===== config.mk =====
export PLATFORM = sky130hd
export DESIGN_NAME = qpd_halfrate
export DESIGN_NICKNAME = d
export VERILOG_FILES = /design/src/rtl/qpd_pkg.sv /design/src/rtl/qpd_bb_decide.sv /design/src/rtl/qpd_net_sum.sv /design/src/rtl/qpd_halfrate.sv
export SDC_FILE = /design/constraint.sdc
export NUM_CORES = 1
export LEC_CHECK = 0
export BUFFER_PORTS_ARGS = -buffer_cell sky130_fd_sc_hd__buf_2
export CAP_MARGIN = 20
export CORE_MARGIN = 2
export CORE_UTILIZATION = 47
export DETAILED_ROUTE_END_ITERATION = 10
export GPL_ROUTABILITY_DRIVEN = 0
export HOLD_SLACK_MARGIN = 0.08
export PLACE_DENSITY = 0.76
export SETUP_SLACK_MARGIN = 0.3
export SLEW_MARGIN = 10
export SYNTH_ARGS = -nofsm -noshare
export SYNTH_HDL_FRONTEND = slang
export SYNTH_HIERARCHICAL = 1
export SYNTH_SLANG_ARGS = --single-unit

===== constraint.sdc =====
create_clock -name clk_i -period 1.9 [get_ports clk_i]
set_input_delay 0.19 -clock clk_i [delete_from_list [all_inputs] [get_ports clk_i]]
set_output_delay 0.19 -clock clk_i [all_outputs]
set_load 0.005 [all_outputs]

===== src/rtl/qpd_pkg.sv =====
package qpd_pkg;

    // Sample edges per half-rate period, in arrival order
    localparam int PHASES = 4;
    localparam int PH_W   = $clog2(PHASES);
    // One decision per bit; two bits per half-rate period
    localparam int PAIRS  = PHASES / 2;
    // Signed range -PAIRS..+PAIRS
    localparam int NET_W  = $clog2(PAIRS + 1) + 1;
    // Slot positions of the two data-centre samples
    localparam int EVEN_SLOT = 0;
    localparam int ODD_SLOT  = PHASES / 2;

    typedef struct packed {
        logic [PHASES-1:0]       slot;
        logic [PHASES-1:0]       fill;
        logic                    vld;
        logic                    even;
        logic                    odd;
        logic [PAIRS-1:0]        up;
        logic [PAIRS-1:0]        dn;
        logic signed [NET_W-1:0] net;
    } qpd_state_t;

endpackage


===== src/rtl/qpd_bb_decide.sv =====
module qpd_bb_decide (
    input  logic centre_a_i,
    input  logic edge_i,
    input  logic centre_b_i,
    output logic early_o,
    output logic late_o
);

    logic moved;

    always_comb begin
        moved   = centre_a_i ^ centre_b_i;
        // Boundary still shows the old bit: sampling clock ran ahead
        early_o = moved & (edge_i == centre_a_i);
        // Boundary already shows the new bit: sampling clock lags
        late_o  = moved & (edge_i == centre_b_i);
    end

endmodule


===== src/rtl/qpd_net_sum.sv =====
module qpd_net_sum #(
    parameter int PAIRS = 2,
    parameter int NET_W = 3
) (
    input  logic [PAIRS-1:0]        up_i,
    input  logic [PAIRS-1:0]        dn_i,
    output logic signed [NET_W-1:0] net_o
);

    logic signed [NET_W-1:0] acc;

    always_comb begin
        acc = '0;
        for (int i = 0; i < PAIRS; i++) begin
            acc = acc + $signed({{(NET_W-1){1'b0}}, up_i[i]})
                      - $signed({{(NET_W-1){1'b0}}, dn_i[i]});
        end
        net_o = acc;
    end

endmodule


===== src/rtl/qpd_halfrate.sv =====
module qpd_halfrate
    import qpd_pkg::*;
(
    input  logic                    clk_i,
    input  logic                    rst_i,
    input  logic                    smp_valid_i,
    input  logic                    smp_bit_i,
    input  logic [PH_W-1:0]         smp_phase_i,
    output logic                    pair_valid_o,
    output logic                    even_o,
    output logic                    odd_o,
    output logic [PAIRS-1:0]        up_o,
    output logic [PAIRS-1:0]        dn_o,
    output logic signed [NET_W-1:0] net_o
);

    qpd_state_t st_d, st_q;

    logic [PAIRS-1:0]        early_w;
    logic [PAIRS-1:0]        late_w;
    logic signed [NET_W-1:0] net_w;

    // One decision slice per bit pair; the last pair closes on the
    // incoming even-centre sample of the following period.
    for (genvar p = 0; p < PAIRS; p++) begin : g_pair
        logic next_centre;
        if (p == PAIRS - 1) begin : g_wrap
            assign next_centre = smp_bit_i;
        end else begin : g_inner
            assign next_centre = st_q.slot[2*p+2];
        end
        qpd_bb_decide i_dec (
            .centre_a_i (st_q.slot[2*p]),
            .edge_i     (st_q.slot[2*p+1]),
            .centre_b_i (next_centre),
            .early_o    (early_w[p]),
            .late_o     (late_w[p])
        );
    end

    qpd_net_sum #(
        .PAIRS (PAIRS),
        .NET_W (NET_W)
    ) i_sum (
        .up_i  (late_w),
        .dn_i  (early_w),
        .net_o (net_w)
    );

    always_comb begin
        st_d     = st_q;
        st_d.vld = 1'b0;
        st_d.up  = '0;
        st_d.dn  = '0;
        st_d.net = '0;
        if (smp_valid_i) begin
            st_d.slot[smp_phase_i] = smp_bit_i;
            if (smp_phase_i == PH_W'(EVEN_SLOT)) begin
                // New period starts: only its even centre is known
                st_d.fill = PHASES'(1);
                if (&st_q.fill) begin
                    st_d.vld  = 1'b1;
                    st_d.even = st_q.slot[EVEN_SLOT];
                    st_d.odd  = st_q.slot[ODD_SLOT];
                    st_d.up   = late_w;
                    st_d.dn   = early_w;
                    st_d.net  = net_w;
                end
            end else begin
                st_d.fill[smp_phase_i] = 1'b1;
            end
        end
    end

    always_ff @(posedge clk_i) begin
        if (rst_i) begin
            st_q <= '0;
        end else begin
            st_q <= st_d;
        end
    end

    assign pair_valid_o = st_q.vld;
    assign even_o       = st_q.even;
    assign odd_o        = st_q.odd;
    assign up_o         = st_q.up;
    assign dn_o         = st_q.dn;
    assign net_o        = st_q.net;

    AST_RESET_QUIET: assert property (@(posedge clk_i) disable iff (rst_i) $past(rst_i) |-> (!pair_valid_o && !even_o && !odd_o));
    AST_STROBE_ON_EVEN: assert property (@(posedge clk_i) disable iff (rst_i) pair_valid_o |-> $past(smp_valid_i && (smp_phase_i == PH_W'(EVEN_SLOT))));
    AST_HOLD_PAIR0: assert property (@(posedge clk_i) disable iff (rst_i) (pair_valid_o && (even_o == odd_o)) |-> (!up_o[0] && !dn_o[0]));
    AST_UPDN_EXCL: assert property (@(posedge clk_i) disable iff (rst_i) (up_o & dn_o) == '0);
    AST_NET_RANGE: assert property (@(posedge clk_i) disable iff (rst_i) (net_o <= $signed(NET_W'(PAIRS))) && (net_o >= -$signed(NET_W'(PAIRS))));
    AST_NET_COUNT: assert property (@(posedge clk_i) disable iff (rst_i) int'(net_o) == ($countones(up_o) - $countones(dn_o)));
    AST_IDLE_QUIET: assert property (@(posedge clk_i) disable iff (rst_i) !pair_valid_o |-> (up_o == '0 && dn_o == '0 && net_o == '0));
    AST_DATA_HOLD: assert property (@(posedge clk_i) disable iff (rst_i) (!pair_valid_o && !$past(rst_i)) |-> ($stable(even_o) && $stable(odd_o)));

endmodule


==> flow_metrics.py, run 1 <==
metrics = {
    "run_status": {
        "status": "complete, but fails checks",
        "violations": "setup timing",
    },
    "logic_synthesis": {
        "yosys.area.top_type": "dfxtp_1",
        "synth_top_area_share_pct": 43.44,
        "synth_cell_types": 22,
        "syn_inst": 85,
        "synth_area_leaders": "dfxtp_1, mux2i_1, buf_4, and2_1, ha_1",
        "syn-cell-area_um2": 829.5,
        "ys_warn_count": 6,
        "synth-seq-cells": 18,
        "synth.yosys.seq_area_share_pct": 43.44,
        "synth_nets": 95,
        "avgSynthCellArea_um2": 9.759,
    },
    "worst_setup_path": {
        "slowest_stage": "fa_1",
        "regToRegEndpoint": "net_o[1]$_SDFF_PP0_",
        "cp-startpoint": "g_pair[0].next_centre$_SDFFE_PP0P_",
        "crit_fanout": 5,
        "worstSetupPathType": "reg2reg",
        "crit_path_start_kind": "register",
        "path_cells": "or2b_1 -> mux2i_1 -> inv_1 -> ha_1 -> inv_1 -> ha_1 -> inv_1 -> fa_1 -> inv_1 -> and2_1",
        "slowest_delay_ps": 480,
        "reg2reg_from": "g_pair[0].next_centre$_SDFFE_PP0P_",
        "rr_worst_depth": 10,
        "crit_top_cell": "inv_1",
        "critical_path_arrival_ps": 2310,
        "crit_required_ps": 2100,
        "cp-end-kind": "register",
        "reg2reg_slack_ps": -220,
    },
    "die": {
        "die_w_um": 46.01,
        "core-area_um2": 1689,
        "design.die.area_um2": 2117,
        "die_y_um": 46.01,
        "start_util_pct": 49.11,
        "num_io_pins": 16,
        "rows": 15,
    },
    "final_layout": {
        "diodes": 0,
        "final_common_cell": "dfxtp_1",
        "final_layout_size_suffix_gt1_share_pct": 27.00,
        "postLayoutCellArea_um2": 937.1,
        "finalNetCount": 111,
        "area_growth_pct": 12.97,
        "n_fill_cell": 168,
        "final_cell_mix": "dfxtp_1, buf_2, mux2i_1",
    },
    "clocking": {
        "cts_buffers": 3,
        "tritoncts": "done",
        "clockBufferDepth": 2,
        "clk_latency_ps": 290,
        "clkTransAtPathRegs_ps": 100,
        "clkSinkCount": 18,
        "holdBufCountCts": 0,
        "cts_max_level": 1,
        "root_buffer": "clkbuf_4",
    },
    "sta": {
        "holdWs_ps": 181.6,
        "clock.fmax_mhz": 472.6,
        "slew_violations": 0,
        "rsz0062_at_grt": "true",
        "post-route-period-util_pct": 111.4,
        "fin_crit_ps": 2116,
        "finalSetupViolCount": 2,
        "clock_skew_ps": 4.837,
        "worst_pin_slew_ps": 267.2,
        "max_slew_margin_pct": 82.13,
        "setup_slack_ps": -215.9,
        "hold_viol_final": 0,
    },
    "placed_design": {
        "dp_hpwl_um": 935.8,
        "placedInstanceArea_um2": 885.9,
        "portBuffers": 15,
    },
    "route": {
        "drt_iter0_drc": 7,
        "wl_per_cell_um": 10.63,
        "final_antenna_net_count": 0,
        "route.detailed.drc": 0,
        "num_vias": 565,
        "dr.pass1.iters": 4,
        "vias_per_cell": 4.829,
        "wl_um": 1244,
    },
    "worst_hold_path": {
        "min_to": "st_q[14]$_SDFFE_PP0P_",
        "whs_path_depth": 3,
        "hp-start": "smp_bit_i",
        "min_path_type": "in2reg",
    },
    "power": {
        "p_per_area_nw_per_um2": 734.5,
        "ir_drop_v": 0.0003958,
        "p_leak_nw": 0.4448,
    },
    "global_route": {
        "antenna_found_initial": 0,
        "use_met2_pct": 24.17,
        "grt.busiest_layer": "met2",
        "overflow": 0,
        "groute.usage.overall_pct": 14.87,
        "grt_use_met3_pct": 3.571,
        "grt_pass1_vias": 484,
        "grt.met1_usage_pct": 16.14,
        "grt_max_degree": 14,
        "grt_pass1_wl_um": 2097,
    },
    "job": {
        "max-cap-violations": 0,
    },
}
## stage by stage
step | setup WS (ps) | utilization, % | cells | setup TNS [ps] | total power, mW
final | -215.9 | 55.48 | 117 | -319.2 | 0.6883
after global routing | -344.6 | 55.48 | 117 | -571.0 | 0.7213
after CTS | -221.4 | 55.04 | 116 | -313.7 | 0.6923
after detailed placement | -213.3 | 52.44 | 111 | -297.5 | 0.4620
after global placement | -123.1 | 52.44 | 111 | -123.1 | 0.4558
after floorplan | -62.14 | - | 85 | -62.14 | 0.4373
## where the power goes
part           internal [mW]  total (mW)  switching, mW
registers              0.385       0.390        0.00531
logic                 0.0317      0.0647         0.0330
clock network          0.117       0.234          0.117
## synthesized netlist by cell type, drive strengths merged
cell type and n:
a21o 1, a21oi 3, a22oi 1, and2 7, buf 7, clkbuf 1, dfxtp 18, fa 1
ha 3, inv 7, mux2i 9, nand2 3, nand2b 6, nand3 1, nand3b 2, nand4 1
nor2 7, nor3 1, nor3b 1, o21ai 1, or2b 3, or3b 1
## area by class of cell
| cell class | count | area [µm²] | area share [%] |
|---|---|---|---|
| Timing Repair Buffer | 19 | 105.1 | 11.21 |
| Tap cell | 17 | 21.27 | 2.270 |
| Clock buffer | 4 | 36.28 | 3.872 |
| Sequential cell | 18 | 361.6 | 38.58 |
| Inverter | 7 | 26.28 | 2.804 |
| Multi-Input combinational cell | 52 | 386.6 | 41.26 |
## routing by layer
layer / vias up / part of all wire (%)
met4: 0 / 3.2
li1: 300 / -
met5: - / 0
met2: 15 / 49
met1: 246 / 43
met3: 4 / 4.9
## repair_timing
action,CTS,global route
resized for setup,0,0
hold endpoints to repair,0,0
setup buffers,1,1
endpoints found under the setup margin,3,3
gates cloned,0,0
## worst max-delay path, delay by kind of cell, from the launching register on
| family | cells | cell delay, ps |
|---|---|---|
| muxes | 1 | 190 |
| DFF | 1 | 370 |
| adders and majority gates | 3 | 890 |
| and+or+nand+nor | 2 | 360 |
| buffers and inverters | 4 | 200 |
## cell families after synthesis
| kind of cell | count (synthesis) | synth area share, % |
|---|---|---|
| flip-flops | 18 | 43.44 |
| multiplexers | 9 | 10.86 |
| AND/OR/NAND/NOR | 33 | 24.44 |
| AO/OA/AOI/OAI | 6 | 4.373 |
| adder cells (fa/ha/maj) | 4 | 6.939 |
| buffers and inverters | 15 | 9.955 |
## worst max path at each step
stage	endpoint	depth (start not counted)
2_1_floorplan	net_o[1]$_SDFF_PP0_	10
3_3_place_gp	net_o[1]$_SDFF_PP0_	10
3_5_place_dp	net_o[1]$_SDFF_PP0_	10
4_1_cts	net_o[1]$_SDFF_PP0_	10
5_1_grt	net_o[1]$_SDFF_PP0_	10
6_report	net_o[1]$_SDFF_PP0_	10
No activity file was read; power rests on OpenSTA's default activity.
==> run 2: changes to the inputs <==
--- a/config.mk
+++ b/config.mk
@@ -14,8 +14,7 @@
 export HOLD_SLACK_MARGIN = 0.08
 export PLACE_DENSITY = 0.76
 export SETUP_SLACK_MARGIN = 0.3
-export SLEW_MARGIN = 10
+export SLEW_MARGIN = 5
 export SYNTH_ARGS = -nofsm -noshare
 export SYNTH_HDL_FRONTEND = slang
-export SYNTH_HIERARCHICAL = 1
 export SYNTH_SLANG_ARGS = --single-unit
==> run 2 against run 1 <==
Clock skew is 4.3 ps higher. Synthesized area shrank 1.4%. The flow still finishes with violations (setup timing). Sequential cell count is the same. Fmax shrank 0.68%. Critical path depth down 3. Cell count grew 4.3%. Register-to-register slack barely moved. Clock power shrank 2%. Sequential share of layout area shrank 2.3 points. Design area is 7.3% higher. Power grew 0.53%.
==> flow_metrics.py, run 2 <==
metrics = {
    "logic_synthesis": {
        "synthArstFlopShare_pct": 0,
        "synth_top_area_share_pct": 44.04,
        "synth_fa_ha_area_share_pct": 9.480,
        "synth_cell_types": 26,
        "synth_top_family_by_area": "simple AND/OR/NAND/NOR gates",
        "avgSynthCellArea_um2": 9.515,
        "synth-simple-area-share_pct": 22.63,
        "synth_common_cells": "dfxtp_1, nor2_1, buf_4",
        "synth.most_common_cell": "dfxtp_1",
        "synth_compound_area_share_pct": 8.257,
        "syn_inst": 86,
        "synth-seq-cells": 18,
        "synth.yosys.seq_area_share_pct": 44.04,
        "synth_ff_type": "dfxtp_1",
        "synth_nets": 97,
        "yosys.area.top_type": "dfxtp_1",
        "muxShareOfSynthArea_pct": 6.269,
        "synthXorXnorAreaFrac_pct": 0,
        "syn-cell-area_um2": 818.3,
        "synth_edf_count": 0,
        "ys_warn_count": 0,
        "synth_area_leaders": "dfxtp_1, buf_4, fa_1, mux2i_1, ha_1",
    },
    "global_route": {
        "grt.busiest_layer": "met2",
        "groute.usage.overall_pct": 15.32,
        "grt.met1_usage_pct": 18.05,
        "antenna_found_initial": 0,
        "grt_pass1_wl_um": 2304,
        "grt_use_met3_pct": 3.571,
        "grt_max_degree": 12,
        "use_met2_pct": 26.20,
        "grt_pass1_vias": 591,
        "overflow": 0,
    },
    "placed_design": {
        "pre_cts_slack_ps": -227.9,
        "portBuffers": 15,
        "dp_cells": 117,
        "dp_hpwl_um": 1071,
    },
    "sta": {
        "rsz0062_at_grt": "true",
        "fin_crit_ps": 2130,
        "max_slew_margin_pct": 67.51,
        "worst_pin_slew_ps": 486.2,
        "hold_viol_final": 0,
        "clock_skew_ps": 9.143,
        "post-route-period-util_pct": 112.1,
        "finalSetupViolCount": 2,
        "setup_slack_ps": -230.5,
        "clock.fmax_mhz": 469.4,
        "holdWs_ps": 187.2,
        "slew_violations": 0,
    },
    "route": {
        "wl_um": 1338,
        "drt_iter0_drc": 6,
        "dr.pass1.iters": 4,
        "vias_per_cell": 5.123,
        "num_vias": 625,
        "wl_per_cell_um": 10.97,
        "route.detailed.drc": 0,
        "final_antenna_net_count": 0,
    },
    "power": {
        "ir_drop_v": 0.0004485,
        "p_leak_nw": 0.4655,
        "p_per_area_nw_per_um2": 687.9,
    },
    "clocking": {
        "holdBufCountCts": 0,
        "clkTransAtPathRegs_ps": 100,
        "clockBufferDepth": 2,
        "tritoncts": "done",
        "root_buffer": "clkbuf_4",
        "clkSinkCount": 18,
        "clk_latency_ps": 290,
        "cts_buffers": 3,
        "cts_max_level": 1,
    },
    "die": {
        "design.die.area_um2": 2091,
        "rows": 15,
        "start_util_pct": 48.44,
        "die_w_um": 45.73,
        "core-area_um2": 1689,
        "die_y_um": 45.73,
        "num_io_pins": 16,
    },
    "worst_hold_path": {
        "hp-start": "rst_i",
        "min_to": "st_q[14]$_SDFFE_PP0N_",
        "min_path_type": "in2reg",
        "whs_path_depth": 2,
    },
    "final_layout": {
        "fin_cells": 122,
        "finalNetCount": 117,
        "n_fill_cell": 147,
        "area_growth_pct": 22.94,
        "final_common_cell": "dfxtp_1",
        "final_layout_size_suffix_gt1_share_pct": 36.19,
        "diodes": 0,
        "post-route-util_pct": 59.56,
        "final_cell_mix": "dfxtp_1, buf_2, nor2_1",
    },
    "worst_setup_path": {
        "crit_required_ps": 2090,
        "rr_worst_depth": 7,
        "cp-end-kind": "register",
        "crit_path_start_kind": "register",
        "critical_path_arrival_ps": 2320,
        "slowest_stage": "fa_1",
        "path_cells": "nand2b_4 -> mux2_4 -> fa_1 -> inv_1 -> ha_2 -> fa_1 -> and2_1",
        "crit_fanout": 4,
        "regToRegEndpoint": "net_o[1]$_SDFF_PP0_",
        "crit_top_cell": "fa_1",
        "worstSetupPathType": "reg2reg",
        "slowest_delay_ps": 480,
        "reg2reg_slack_ps": -230,
        "reg2reg_from": "g_pair[0].next_centre$_SDFFE_PP0P_",
    },
    "run_status": {
        "status": "complete, but fails checks",
        "violations": "setup timing",
    },
    "job": {
        "max-cap-violations": 0,
    },
}
-- run 2: cell types whose count changed after synthesis, moves of 2 or more --
cell / change
a21oi_1: +2
or2b_1: -2
nand2_1: +2
inv_1: -3
o22ai_1: +2
mux2i_1: -5
nand3_1: +2
nand2b_1: -2
o21ai_0: +2
and2_1: -2
-- run 2: how the worst max path moves through the flow --
stage	startpoint	end	slack [ps]	depth (start not counted)
finish	g_pair[0].next_centre$_SDFFE_PP0P_	net_o[1]$_SDFF_PP0_	-230	7
CTS	g_pair[0].next_centre$_SDFFE_PP0P_	net_o[1]$_SDFF_PP0_	-230	7
global route	g_pair[0].next_centre$_SDFFE_PP0P_	net_o[1]$_SDFF_PP0_	-280	7
global placement	g_pair[0].next_centre$_SDFFE_PP0P_	net_o[1]$_SDFF_PP0_	-190	7
detailed placement	g_pair[0].next_centre$_SDFFE_PP0P_	net_o[1]$_SDFF_PP0_	-230	7
floorplan	g_pair[0].next_centre$_SDFFE_PP0P_	net_o[1]$_SDFF_PP0_	-190	7
-- run 2: layer usage --
layer,vias up,routed length [µm]
met4,0,12
met1,288,567
met2,15,702
li1,320,-
met5,-,0
met3,2,55
-- run 2: cell families after synthesis --
logic type      count (synthesis)
simple gates                   33
buf+inv                        13
fa+ha+maj                       5
mux                             5
compound gates                 12
flops                          18
-- run 2: final cells by class --
class / instances / area, µm² / share of cell area (%)
clock buffers: 4 / 36.28 / 3.607
inverters: 5 / 20.02 / 1.990
multi-input cells: 55 / 415.4 / 41.29
flip-flops and latches: 18 / 365.4 / 36.32
well taps: 17 / 21.27 / 2.114
repair buffers: 23 / 147.6 / 14.68
-- run 2: stage by stage --
step,power (mW),setup TNS (ps),area (µm²)
floorplan,0.4374,-204.1,843.3
global placement,0.4638,-224.2,935.9
detailed placement,0.4671,-290.9,935.9
CTS,0.6988,-295.7,973.4
global route,0.7340,-451.1,1006
finish,0.6920,-301.4,1006
-- run 2: timing repair --
item,CTS,global route
endpoints found under the setup margin,3,3
hold endpoints to repair,0,0
resized for setup,1,3
setup buffers,0,1
pin swaps,0,0
cloned,0,0
-- run 2: report_power, final --
part	switching, mW	internal [mW]	total (mW)	leakage (nW)
registers	0.00759	0.384	0.391	0.147
logic	0.0348	0.0372	0.0719	0.297
clock network	0.112	0.117	0.229	0.0210
-- run 2: worst max-delay path: cells and delay by family (launching register included) --
kind | cells | cell delay, ps
mux | 1 | 270
flops | 1 | 380
buf+inv | 1 | 40
fa+ha+maj | 3 | 1070
simple gates | 2 | 290
